## src/rtl/mmode_uart_rx_pkg.sv

```systemverilog
package mmode_uart_rx_pkg;
  typedef enum logic [1:0] {
    ST_IDLE  = 2'd0,
    ST_START = 2'd1,
    ST_DATA  = 2'd2,
    ST_STOP  = 2'd3
  } rx_state_e;

  localparam logic [1:0] MODE_BYTE = 2'b00;
  localparam logic [1:0] MODE_GATE = 2'b01;
endpackage

```

## src/rtl/rx_line_sync.sv

```systemverilog
module rx_line_sync #(
  parameter int STAGES = 2
) (
  input  logic clk_i,
  input  logic rst_ni,
  input  logic rxd_i,
  output logic line_o,
  output logic fall_o
);
  logic [STAGES:0] chain_q;

  genvar g;
  generate
    for (g = 0; g <= STAGES; g++) begin : g_stage
      always_ff @(posedge clk_i or negedge rst_ni) begin
        if (!rst_ni) chain_q[g] <= 1'b1;
        else if (g == 0) chain_q[g] <= rxd_i;
        else chain_q[g] <= chain_q[(g == 0) ? 0 : g-1];
      end
    end
  endgenerate

  assign line_o = chain_q[STAGES-1];
  assign fall_o = chain_q[STAGES] & ~chain_q[STAGES-1];
endmodule

```

## src/rtl/rx_bit_sampler.sv

```systemverilog
module rx_bit_sampler #(
  parameter int OSR  = 16,
  parameter int MID  = 8,
  parameter int DONE = 14
) (
  input  logic clk_i,
  input  logic rst_ni,
  input  logic tick_i,
  input  logic run_i,
  input  logic restart_i,
  input  logic line_i,
  output logic vote_stb_o,
  output logic vote_o,
  output logic done_stb_o,
  output logic end_stb_o
);
  localparam int CW = $clog2(OSR);
  localparam logic [CW-1:0] C_PRE  = CW'(MID - 1);
  localparam logic [CW-1:0] C_MID  = CW'(MID);
  localparam logic [CW-1:0] C_POST = CW'(MID + 1);
  localparam logic [CW-1:0] C_DONE = CW'(DONE);
  localparam logic [CW-1:0] C_LAST = CW'(OSR - 1);

  logic [CW-1:0] cnt_q;
  logic          smp_a_q, smp_b_q;
  logic          step;

  assign step = run_i & tick_i & ~restart_i;

  always_ff @(posedge clk_i or negedge rst_ni) begin
    if (!rst_ni) begin
      cnt_q   <= '0;
      smp_a_q <= 1'b1;
      smp_b_q <= 1'b1;
    end else if (restart_i) begin
      cnt_q <= '0;
    end else if (step) begin
      cnt_q <= (cnt_q == C_LAST) ? '0 : cnt_q + 1'b1;
      if (cnt_q == C_PRE) smp_a_q <= line_i;
      if (cnt_q == C_MID) smp_b_q <= line_i;
    end
  end

  assign vote_stb_o = step && (cnt_q == C_POST);
  assign vote_o     = (smp_a_q & smp_b_q) | (smp_a_q & line_i) | (smp_b_q & line_i);
  assign done_stb_o = step && (cnt_q == C_DONE);
  assign end_stb_o  = step && (cnt_q == C_LAST);
endmodule

```

## src/rtl/rx_frame_store.sv

```systemverilog
module rx_frame_store #(
  parameter int DW = 8
) (
  input  logic          clk_i,
  input  logic          rst_ni,
  input  logic          commit_i,
  input  logic          clr_i,
  input  logic [1:0]    mode_i,
  input  logic          par_en_i,
  input  logic [DW:0]   shreg_i,
  output logic [DW-1:0] data_o,
  output logic          bit9_o,
  output logic          par_err_o,
  output logic          rx_done_o,
  output logic          irq_o
);
  import mmode_uart_rx_pkg::*;

  logic          byte_mode;
  logic [DW-1:0] byte_nx;
  logic          b9_nx, perr_nx, irq_nx;

  always_comb begin
    byte_mode = (mode_i == MODE_BYTE);
    if (byte_mode) begin
      byte_nx = shreg_i[DW:1];
      b9_nx   = 1'b0;
      perr_nx = par_en_i & (^shreg_i[DW:1]);
      irq_nx  = 1'b1;
    end else begin
      byte_nx = shreg_i[DW-1:0];
      b9_nx   = shreg_i[DW];
      perr_nx = 1'b0;
      irq_nx  = (mode_i == MODE_GATE) ? shreg_i[DW] : 1'b1;
    end
  end

  always_ff @(posedge clk_i or negedge rst_ni) begin
    if (!rst_ni) begin
      data_o    <= '0;
      bit9_o    <= 1'b0;
      par_err_o <= 1'b0;
      rx_done_o <= 1'b0;
      irq_o     <= 1'b0;
    end else begin
      irq_o <= commit_i & irq_nx;
      if (commit_i) begin
        data_o    <= byte_nx;
        bit9_o    <= b9_nx;
        rx_done_o <= 1'b1;
        par_err_o <= perr_nx | (par_err_o & ~clr_i);
      end else if (clr_i) begin
        rx_done_o <= 1'b0;
        par_err_o <= 1'b0;
      end
    end
  end
endmodule

```

## src/rtl/mmode_uart_rx.sv

```systemverilog
module mmode_uart_rx #(
  parameter int DW       = 8,
  parameter int OSR      = 16,
  parameter int SYNC_STG = 2
) (
  input  logic          clk_i,
  input  logic          rst_ni,
  input  logic          tick_i,
  input  logic          rxd_i,
  input  logic          rx_en_i,
  input  logic [1:0]    mode_i,
  input  logic          par_en_i,
  input  logic          clr_i,
  output logic [DW-1:0] data_o,
  output logic          bit9_o,
  output logic          par_err_o,
  output logic          rx_done_o,
  output logic          irq_o
);
  import mmode_uart_rx_pkg::*;

  localparam int MID  = OSR / 2;
  localparam int DONE = OSR - 2;
  localparam int IW   = $clog2(DW + 2);

  rx_state_e     state_q;
  logic [IW-1:0] idx_q;
  logic [DW:0]   shreg_q;
  logic          line, fall, start_go, commit;
  logic          vote_stb, vote, done_stb, end_stb;
  logic [IW-1:0] nbits;

  assign nbits    = (mode_i == MODE_BYTE) ? IW'(DW) : IW'(DW + 1);
  assign start_go = (state_q == ST_IDLE) & rx_en_i & fall;
  assign commit   = (state_q == ST_STOP) & rx_en_i & done_stb;

  rx_line_sync #(.STAGES(SYNC_STG)) u_sync (
    .clk_i  (clk_i),
    .rst_ni (rst_ni),
    .rxd_i  (rxd_i),
    .line_o (line),
    .fall_o (fall)
  );

  rx_bit_sampler #(.OSR(OSR), .MID(MID), .DONE(DONE)) u_smp (
    .clk_i      (clk_i),
    .rst_ni     (rst_ni),
    .tick_i     (tick_i),
    .run_i      (state_q != ST_IDLE && rx_en_i),
    .restart_i  (start_go),
    .line_i     (line),
    .vote_stb_o (vote_stb),
    .vote_o     (vote),
    .done_stb_o (done_stb),
    .end_stb_o  (end_stb)
  );

  always_ff @(posedge clk_i or negedge rst_ni) begin
    if (!rst_ni) begin
      state_q <= ST_IDLE;
      idx_q   <= '0;
      shreg_q <= '0;
    end else if (start_go) begin
      state_q <= ST_START;
      idx_q   <= '0;
    end else if (!rx_en_i) begin
      state_q <= ST_IDLE;
    end else begin
      unique case (state_q)
        ST_START: begin
          if (vote_stb && vote) state_q <= ST_IDLE;
          else if (end_stb) state_q <= ST_DATA;
        end
        ST_DATA: begin
          if (vote_stb) begin
            shreg_q <= {vote, shreg_q[DW:1]};
            idx_q   <= idx_q + 1'b1;
          end
          if (end_stb && idx_q == nbits) state_q <= ST_STOP;
        end
        ST_STOP: if (done_stb) state_q <= ST_IDLE;
        default: state_q <= ST_IDLE;
      endcase
    end
  end

  rx_frame_store #(.DW(DW)) u_store (
    .clk_i     (clk_i),
    .rst_ni    (rst_ni),
    .commit_i  (commit),
    .clr_i     (clr_i),
    .mode_i    (mode_i),
    .par_en_i  (par_en_i),
    .shreg_i   (shreg_q),
    .data_o    (data_o),
    .bit9_o    (bit9_o),
    .par_err_o (par_err_o),
    .rx_done_o (rx_done_o),
    .irq_o     (irq_o)
  );
endmodule

```

## config.mk

```make
export PLATFORM = sky130hd
export DESIGN_NAME = mmode_uart_rx
export DESIGN_NICKNAME = d
export VERILOG_FILES = /design/src/rtl/mmode_uart_rx_pkg.sv /design/src/rtl/rx_line_sync.sv /design/src/rtl/rx_bit_sampler.sv /design/src/rtl/rx_frame_store.sv /design/src/rtl/mmode_uart_rx.sv
export SDC_FILE = /design/constraint.sdc
export NUM_CORES = 1
export LEC_CHECK = 0
export BUFFER_PORTS_ARGS = -buffer_cell sky130_fd_sc_hd__buf_4
export CAP_MARGIN = 20
export CORE_MARGIN = 4
export CORE_UTILIZATION = 55
export DETAILED_ROUTE_END_ITERATION = 10
export PLACE_DENSITY = 0.76
export SLEW_MARGIN = 30
export SYNTH_ARGS = -nofsm -noshare
export SYNTH_HDL_FRONTEND = slang
export SYNTH_SLANG_ARGS = --single-unit
export TNS_END_PERCENT = 50
```

## constraint.sdc

```tcl
create_clock -name clk_i -period 2.76 [get_ports clk_i]
set_input_delay 0.828 -clock clk_i [delete_from_list [all_inputs] [get_ports clk_i]]
set_output_delay 0.828 -clock clk_i [all_outputs]
set_load 0.01 [all_outputs]
```

==> results of run 1 <==
## power groups by stage
stage	Clock, mW	Sequential [mW]	Combinational (mW)
after floorplan	0	0.547	0.0185
after global placement	0	0.547	0.0440
after detailed placement	0	0.548	0.0449
after CTS	0.263	0.538	0.0451
after global routing	0.295	0.539	0.0504
final	0.253	0.538	0.0440
## flip-flops by register name, summed over array words and instances, names as in the netlist
| name | cells |
|---|---|
| u_store.par_err_o | 1 |
| u_sync.chain_q | 2 |
| u_store.bit9_o | 1 |
| idx_q | 4 |
| u_smp.smp_b_q | 1 |
| u_smp.smp_a_q | 1 |
| u_smp.cnt_q | 4 |
| state_q | 2 |
| u_store.data_o | 8 |
| u_store.irq_o | 1 |
| u_store.rx_done_o | 1 |
| shreg_q | 9 |
| u_sync.line_o | 1 |
## worst max-delay path, stage by stage (launching register included)
cell and delay [ns]:
dfrtp_1 0.39, inv_1 0.09, ha_1 0.24, nand3b_2 0.27, or4_4 0.67, or3_1 0.39, a21oi_1 0.16
## path summary, 6_finish.rpt
| path | depth (start not counted) | slack (ns) | end | startpoint |
|---|---|---|---|---|
| max | 6 | 0.49 | idx_q[3]$_DFFE_PN0P_ | state_q[0]$_DFFE_PN0P_ |
| min | 0 | 0.36 | u_sync.line_o$_DFF_PN1_ | u_sync.chain_q[0]$_DFF_PN1_ |
| max reg2reg | 6 | 0.49 | idx_q[3]$_DFFE_PN0P_ | state_q[0]$_DFFE_PN0P_ |
| min reg2reg | 0 | 0.36 | u_sync.line_o$_DFF_PN1_ | u_sync.chain_q[0]$_DFF_PN1_ |
| max in group asynchronous | 1 | 1.98 | u_sync.line_o$_DFF_PN1_ | rst_ni |
| min in group asynchronous | 1 | 0.44 | u_smp.cnt_q[0]$_DFFE_PN0P_ | rst_ni |
## Yosys cell counts, types with 2 or more instances
cell type and count:
xnor2_1 7, dfstp_2 5, o21ai_0 15, mux2_2 11, or3_1 2, nand3_1 6
xor2_1 2, nand2_1 14, nand3b_1 2, o31ai_1 2, a311oi_1 2, nor2_1 8
ha_1 9, buf_6 2, buf_2 2, nand2b_1 2, a21oi_1 2, inv_1 10
clkbuf_1 3, mux2i_1 9, and3_1 3, nand4_1 2, nor3_1 2, dfrtp_1 31
## cells by family (layout without fill, tap and decap cells)
kind of cell | count (synthesis) | count (layout) | share of synthesized area
fa+ha+maj | 10 | 10 | 0.0664
xor+xnor | 9 | 9 | 0.0427
mux | 20 | 20 | 0.116
simple gates | 48 | 48 | 0.140
compound gates | 30 | 30 | 0.100
buf+inv | 17 | 39 | 0.0440
flops | 36 | 36 | 0.491
## cell usage in the layout (no fill, tap or decap), types with 3 or more instances in the layout
| cell | instances |
|---|---|
| and3_1 | 3 |
| nand2_1 | 14 |
| mux2_2 | 11 |
| ha_1 | 9 |
| mux2i_1 | 9 |
| clkbuf_4 | 5 |
| nor2_1 | 8 |
| inv_1 | 10 |
| o21ai_0 | 15 |
| dfstp_2 | 5 |
| dfrtp_1 | 31 |
| buf_4 | 22 |
| nand3_1 | 6 |
| xnor2_1 | 7 |
## area by class of cell
cell class,count,share of cell area
clock buffer,6,0.0199
clock inverter,1,0.00242
inverter,10,0.0181
multi-input combinational,117,0.415
sequential,36,0.438
tap,44,0.0266
timing repair buffer,22,0.0798
## per-layer routing
metal  vias up  routed length, microns
li1        637                       -
met1       622                    1580
met2        24                    1560
met3         5                     134
met4         0                      36
met5         -                       0
==> impl_metrics.env, run 1 <==
export IMPL_grt_max_degree=37
export IMPL_switchingPower_uw=190
export IMPL_drt_iter0_markers=90
export IMPL_min_path_type="flop to flop"
export IMPL_layout_drive_gt1_share=0.240
export IMPL_yosysSeqAreaShare=0.491
export IMPL_multi_input_comb_area_sq_um=860
export IMPL_insertion_delay_ns=0.33
export IMPL_powerDensity_nw_per_um2=403
export IMPL_post_drt_wl_per_cell_microns=14.0
export IMPL_synth_main_ff_cell="dfrtp_1"
export IMPL_synthCells=170
export IMPL_pwr_share_seq=0.644
export IMPL_overflow=0
export IMPL_power_leakage_nw=0.953
export IMPL_hold_violations=0
export IMPL_clock_path_buffers=2
export IMPL_nNetsFinal=210
export IMPL_syn_nets=188
export IMPL_cap_viol_max_count=0
export IMPL_diodes=0
export IMPL_grt_use_met1=0.232
export IMPL_nFillCells=254
export IMPL_place_hpwl_mm=2.49
export IMPL_area_growth_pct=12.1
export IMPL_async_flop_share=1.00
export IMPL_synth_edf_count=0
export IMPL_tightest_slew_ns=0.438
export IMPL_crit_type="flop to flop"
export IMPL_ys_warn_count=0
export IMPL_viasPerCell=5.46
export IMPL_cts_tree="yes"
export IMPL_die_area_sq_um=4350
export IMPL_p_clk_frac=0.304
export IMPL_cts_setup_buffers=0
export IMPL_crit_fanout=16
export IMPL_grt_pass1_vias=1246
export IMPL_drt_wl_total_mm=3.31
export IMPL_placed_cells=229
export IMPL_core_area_sq_um=3130
export IMPL_antenna_found_initial=0
export IMPL_status="complete, no violations"
export IMPL_power_switching_share=0.227
export IMPL_dr_total_vias=1288
export IMPL_final_min_clock_period_ns=2.27
export IMPL_utilization=0.662
export IMPL_holdWs_ns=0.362
export IMPL_layout_cells_non_filler=236
export IMPL_initial_core_util=0.591
export IMPL_synth_top_area_share=0.420
export IMPL_setup_slack_ns=0.487
export IMPL_worstPathRequired_ns=3.02
export IMPL_finalCritPeriodShare=0.823
export IMPL_htreeDepth=2
export IMPL_gp_congestion=0.877
export IMPL_ys_top_cells_by_area="dfrtp_1, dfstp_2, mux2_2, ha_1, mux2i_1"
export IMPL_internal_power_uw=645
export IMPL_startpoint_type="flop"
export IMPL_pwr_share_comb=0.053
export IMPL_slew_violations=0
export IMPL_drc=0
export IMPL_ys_ff_latch=36
export IMPL_place_ws_ns=0.372
export IMPL_cts_resized=0
export IMPL_rsz0062_at_grt="false"
export IMPL_root_buffer="clkbuf_4"
export IMPL_ir_drop_v=0.000254
export IMPL_die_h_microns=66.0
export IMPL_grt_use_met2=0.272
export IMPL_crit_arrival_ns=2.53
export IMPL_groute_usage_overall=0.176
export IMPL_first_pass_iters=4
export IMPL_num_rows=20
export IMPL_post_route_cell_area_sq_um=2070
export IMPL_setup_viol=0
export IMPL_drtAntennaViolNets=0
export IMPL_synth_top_cell_by_area="dfrtp_1"
export IMPL_io_pins=21
export IMPL_place_area_sq_um=2020
export IMPL_synth_cell_types=41
export IMPL_clk_pin_slew_ns=0.10
export IMPL_synth_area_sq_um=1850
export IMPL_finalSetupTns_ns=0
export IMPL_cp_end_kind="flop"
export IMPL_regArea_sq_um=907
export IMPL_max_slew_margin=0.708
export IMPL_cts_sinks=36
export IMPL_io_buffers=20
export IMPL_grt_pass1_wl_mm=5.73
export IMPL_fmax_ghz=0.440
export IMPL_skew_ns=0.00557
export IMPL_die_w_microns=66.0
export IMPL_cts_hold_buffers=0
export IMPL_syn_area_per_cell_sq_um=10.9
export IMPL_total_power_uw=835
export IMPL_cts_buffers=5
export IMPL_grt_busiest_layer="met2"
export IMPL_grt_use_met3=0.0629
(Power assumes the default switching activity.)
==> run 2, diff against run 1 <==
- clock period: 2.76 -> 2.1 ns (I/O delays scaled with it)
==> impl_metrics.env, run 2 (synthesis gave the netlist of run 1 again) <==
export IMPL_io_pins=21
export IMPL_layout_cells_non_filler=243
export IMPL_powerDensity_nw_per_um2=533
export IMPL_grt_use_met2=0.250
export IMPL_grt_pass1_wl_mm=5.58
export IMPL_tightest_slew_ns=0.433
export IMPL_initial_core_util=0.591
export IMPL_die_area_sq_um=4350
export IMPL_diodes=0
export IMPL_place_hpwl_mm=2.54
export IMPL_core_area_sq_um=3130
export IMPL_htreeDepth=2
export IMPL_final_cell_mix="dfrtp_1, buf_4, o21ai_0"
export IMPL_crit_arrival_ns=2.25
export IMPL_largest_register="shreg_q"
export IMPL_io_buffers=20
export IMPL_clock_path_buffers=2
export IMPL_grt_pass1_vias=1242
export IMPL_crit_fanout=9
export IMPL_cp_slowest_cell="or4_4"
export IMPL_final_common_cell="dfrtp_1"
export IMPL_place_area_sq_um=2060
export IMPL_first_pass_iters=5
export IMPL_cts_sinks=36
export IMPL_total_power_mw=1.14
export IMPL_crit_type="flop to flop"
export IMPL_top_regs="shreg_q: 9 flops, u_store.data_o: 8 flops"
export IMPL_cap_viol_max_count=0
export IMPL_grt_use_met3=0.0459
export IMPL_viasPerCell=5.44
export IMPL_setup_viol=0
export IMPL_ff2ff_path_depth=7
export IMPL_drc=0
export IMPL_drtAntennaViolNets=0
export IMPL_finalCritPeriodShare=0.966
export IMPL_post_route_cell_area_sq_um=2140
export IMPL_finalSetupTns_ns=0
export IMPL_holdWs_ns=0.224
export IMPL_slew_violations=0
export IMPL_utilization=0.685
export IMPL_die_h_microns=66.0
export IMPL_startpoint_type="flop"
export IMPL_max_stage_delay_ns=0.56
export IMPL_setup_slack_ns=0.0709
export IMPL_post_drt_wl_per_cell_microns=14.1
export IMPL_overflow=0
export IMPL_skew_ns=0.0140
export IMPL_antenna_found_initial=0
export IMPL_die_w_microns=66.0
export IMPL_final_min_clock_period_ns=2.03
export IMPL_path_common_cell="buf_4"
export IMPL_dr_total_vias=1321
export IMPL_power_leakage_nw=0.987
export IMPL_placed_cells=234
export IMPL_hold_violations=0
export IMPL_cp_end_kind="flop"
export IMPL_max_slew_margin=0.711
export IMPL_largest_reg_flops=9
export IMPL_cp_cell_sequence="inv_2 -> ha_2 -> buf_4 -> nand2_1 -> or4_4 -> buf_4 -> mux2_2"
export IMPL_min_path_type="input pin to async pin"
export IMPL_root_buffer="clkbuf_4"
export IMPL_r2r_start="state_q[0]$_DFFE_PN0P_"
export IMPL_grt_busiest_layer="met2"
export IMPL_cts_buffers=5
export IMPL_nNetsFinal=216
export IMPL_grt_max_degree=37
export IMPL_status="complete, no violations"
export IMPL_groute_usage_overall=0.169
export IMPL_reg2reg_setup_slack_ns=0.07
export IMPL_drt_iter0_markers=89
export IMPL_area_growth_pct=16.0
export IMPL_worstPathRequired_ns=2.32
export IMPL_layout_drive_gt1_share=0.281
export IMPL_clk_pin_slew_ns=0.10
export IMPL_cts_tree="yes"
export IMPL_drt_wl_total_mm=3.42
export IMPL_insertion_delay_ns=0.33
export IMPL_num_rows=20
export IMPL_ir_drop_v=0.000355
export IMPL_place_ws_ns=0.0336
export IMPL_r2r_end="shreg_q[5]$_DFFE_PN0P_"
export IMPL_gp_congestion=0.863
export IMPL_grt_use_met1=0.232
export IMPL_fmax_ghz=0.493
==> run 2: cell count changes in the layout (fill, tap and decap cells not counted), sizes merged <==
cell | previous run | this run
buf | 22 | 28
clkbuf | 6 | 8
clkinv | 1 | 0
==> run 2: what timing repair did <==
action | CTS | global route
buffers inserted | 0 | 1
resized for setup | 0 | 4
endpoints found under the setup margin | 0 | 13
hold buffers | 0 | 0
==> run 2: per-layer routing <==
layer,part of all wire,wire length (microns)
met1,0.46,1560
met2,0.47,1620
met3,0.051,174
met4,0.021,71
met5,0,0
==> run 2: layout make-up <==
| type | count | area (sq um) |
|---|---|---|
| Timing Repair Buffer | 28 | 210 |
| Tap cell | 44 | 55.1 |
| Inverter | 10 | 37.5 |
| Multi-Input combinational cell | 117 | 875 |
| Sequential cell | 36 | 907 |
| Clock buffer | 8 | 58.8 |
| Fill cell | 260 | 985 |
==> run 2: critical path: cells and delay by family, from the launching register on <==
kind,cells,cell delay [ns]
simple gates,2,0.61
flops,1,0.41
buf+inv,3,0.42
mux,1,0.28
fa+ha+maj,1,0.20
==> run 2: how the worst max path moves through the flow <==
stage | cells past startpoint | from | end | slack (ns)
floorplan | 7 | state_q[0]$_DFFE_PN0P_ | idx_q[3]$_DFFE_PN0P_ | 0.03
global placement | 6 | state_q[0]$_DFFE_PN0P_ | shreg_q[3]$_DFFE_PN0P_ | 0.1
detailed placement | 6 | state_q[0]$_DFFE_PN0P_ | shreg_q[1]$_DFFE_PN0P_ | 0.03
CTS | 6 | state_q[0]$_DFFE_PN0P_ | shreg_q[1]$_DFFE_PN0P_ | 0.03
global route | 7 | state_q[0]$_DFFE_PN0P_ | idx_q[3]$_DFFE_PN0P_ | -0.004
finish | 7 | state_q[0]$_DFFE_PN0P_ | shreg_q[5]$_DFFE_PN0P_ | 0.07
==> run 2: power breakdown <==
part           internal, mW  total, mW  switching (mW)
combinational        0.0252     0.0608          0.0356
clock                 0.165      0.374           0.209
sequential            0.701      0.707         0.00573
==> run 3, diff against run 2 <==
- CORE_MARGIN: 4 -> 2
==> impl_metrics.env, run 3 (synthesis gave the netlist of run 1 again) <==
export IMPL_rsz0062_at_grt="false"
export IMPL_power_leakage_nw=0.981
export IMPL_die_h_microns=62.0
export IMPL_num_rows=21
export IMPL_final_cell_mix="dfrtp_1, buf_4, o21ai_0"
export IMPL_grt_max_degree=37
export IMPL_drtAntennaViolNets=0
export IMPL_p_clk_frac=0.344
export IMPL_min_path_type="input pin to async pin"
export IMPL_pwr_share_comb=0.052
export IMPL_internal_power_uw=890
export IMPL_crit_fanout=8
export IMPL_switchingPower_uw=281
export IMPL_holdWs_ns=0.220
export IMPL_insertion_delay_ns=0.34
export IMPL_die_w_microns=62.0
export IMPL_clock_path_buffers=2
export IMPL_worstPathRequired_ns=2.38
export IMPL_initial_core_util=0.563
export IMPL_drc=0
export IMPL_regArea_sq_um=907
export IMPL_grt_pass1_vias=1303
export IMPL_cts_sinks=36
export IMPL_nNetsFinal=215
export IMPL_clk_pin_slew_ns=0.11
export IMPL_post_route_cell_area_sq_um=2150
export IMPL_htreeDepth=2
export IMPL_first_pass_iters=4
export IMPL_top_regs="shreg_q: 9 flops, u_store.data_o: 8 flops"
export IMPL_crit_type="flop to flop"
export IMPL_cts_tree="yes"
export IMPL_area_growth_pct=16.1
export IMPL_viasPerCell=5.52
export IMPL_groute_usage_overall=0.208
export IMPL_finalCritPeriodShare=0.957
export IMPL_antenna_found_initial=0
export IMPL_largest_register="shreg_q"
export IMPL_multi_input_comb_area_sq_um=878
export IMPL_fmax_ghz=0.498
export IMPL_tightest_slew_ns=0.455
export IMPL_max_slew_margin=0.697
export IMPL_post_drt_wl_per_cell_microns=14.5
export IMPL_gp_congestion=0.819
export IMPL_power_switching_share=0.240
export IMPL_overflow=0
export IMPL_ir_drop_v=0.000329
export IMPL_core_area_sq_um=3280
export IMPL_largest_reg_flops=9
export IMPL_cts_buffers=5
export IMPL_layout_drive_gt1_share=0.283
export IMPL_dr_total_vias=1346
export IMPL_diodes=0
export IMPL_final_common_cell="dfrtp_1"
export IMPL_status="complete, no violations"
export IMPL_place_area_sq_um=2050
export IMPL_setup_viol=0
export IMPL_crit_arrival_ns=2.29
export IMPL_die_area_sq_um=3840
export IMPL_final_min_clock_period_ns=2.01
export IMPL_drt_iter0_markers=31
export IMPL_place_hpwl_mm=2.59
export IMPL_nFillCells=258
export IMPL_cap_viol_max_count=0
export IMPL_root_buffer="clkbuf_4"
export IMPL_skew_ns=0.00458
export IMPL_startpoint_type="flop"
export IMPL_cp_end_kind="flop"
export IMPL_finalSetupTns_ns=0
export IMPL_hold_violations=0
export IMPL_pwr_share_seq=0.604
export IMPL_powerDensity_nw_per_um2=546
export IMPL_slew_violations=0
export IMPL_io_pins=21
export IMPL_io_buffers=20
export IMPL_grt_pass1_wl_mm=5.63
export IMPL_drt_wl_total_mm=3.55
## run 3: through the flow
stage	instances	utilization	power, mW	setup WS [ns]
after global placement	234	0.624	0.778	0.0874
after CTS	244	0.648	1.18	0.00431
final	244	0.653	1.17	0.0901
after detailed placement	234	0.624	0.781	0.0157
after floorplan	170	-	0.743	0.0344
after global routing	244	0.653	1.23	0.0256
## run 3: power by group through the flow
stage / sequential (mW) / combinational (mW) / clock (mW)
2_1_floorplan: 0.718 / 0.0243 / 0
6_report: 0.707 / 0.0612 / 0.403
4_1_cts: 0.707 / 0.0614 / 0.415
3_5_place_dp: 0.720 / 0.0607 / 0
5_1_grt: 0.709 / 0.0700 / 0.451
3_3_place_gp: 0.720 / 0.0581 / 0
## run 3: worst max-delay path: stages (launching register included)
cell	delay, ns
dfrtp_1	0.41
inv_1	0.12
ha_2	0.25
nand2_1	0.07
or4_4	0.56
or3_1	0.39
a21oi_2	0.15
## run 3: final timing paths
kind / from / end / slack (ns) / depth (start not counted)
setup / recovery: state_q[0]$_DFFE_PN0P_ / idx_q[3]$_DFFE_PN0P_ / 0.09 / 6
setup reg to reg: state_q[0]$_DFFE_PN0P_ / idx_q[3]$_DFFE_PN0P_ / 0.09 / 6
min in group clk_i: u_sync.chain_q[0]$_DFF_PN1_ / u_sync.line_o$_DFF_PN1_ / 0.36 / 0
hold reg to reg: u_sync.chain_q[0]$_DFF_PN1_ / u_sync.line_o$_DFF_PN1_ / 0.36 / 0
hold / removal: rst_ni / u_store.bit9_o$_DFFE_PN0P_ / 0.22 / 1
max in group asynchronous: rst_ni / u_smp.smp_a_q$_DFFE_PN1P_ / 1.53 / 1
## run 3: layout make-up
cell class	count	share of cell area
sequential	36	0.423
multi-input combinational	117	0.409
timing repair buffer	27	0.0945
tap	46	0.0268
clock buffer	7	0.0257
inverter	10	0.0175
clock inverter	1	0.00350
## run 3: timing repair
item,in CTS,in global routing
gates cloned,0,0
buffers inserted,2,0
hold buffers,0,0
setup endpoints to repair,1,12
pin swaps,0,1
gates resized for setup,0,4
## run 3: metal layers
layer | track usage | vias to the layer above | routed length, microns
met3 | 0.0642 | 2 | 142
met2 | 0.360 | 32 | 1880
met4 | 0.0760 | 0 | 22
met1 | 0.242 | 658 | 1500
met5 | 0 | - | 0
li1 | - | 654 | -
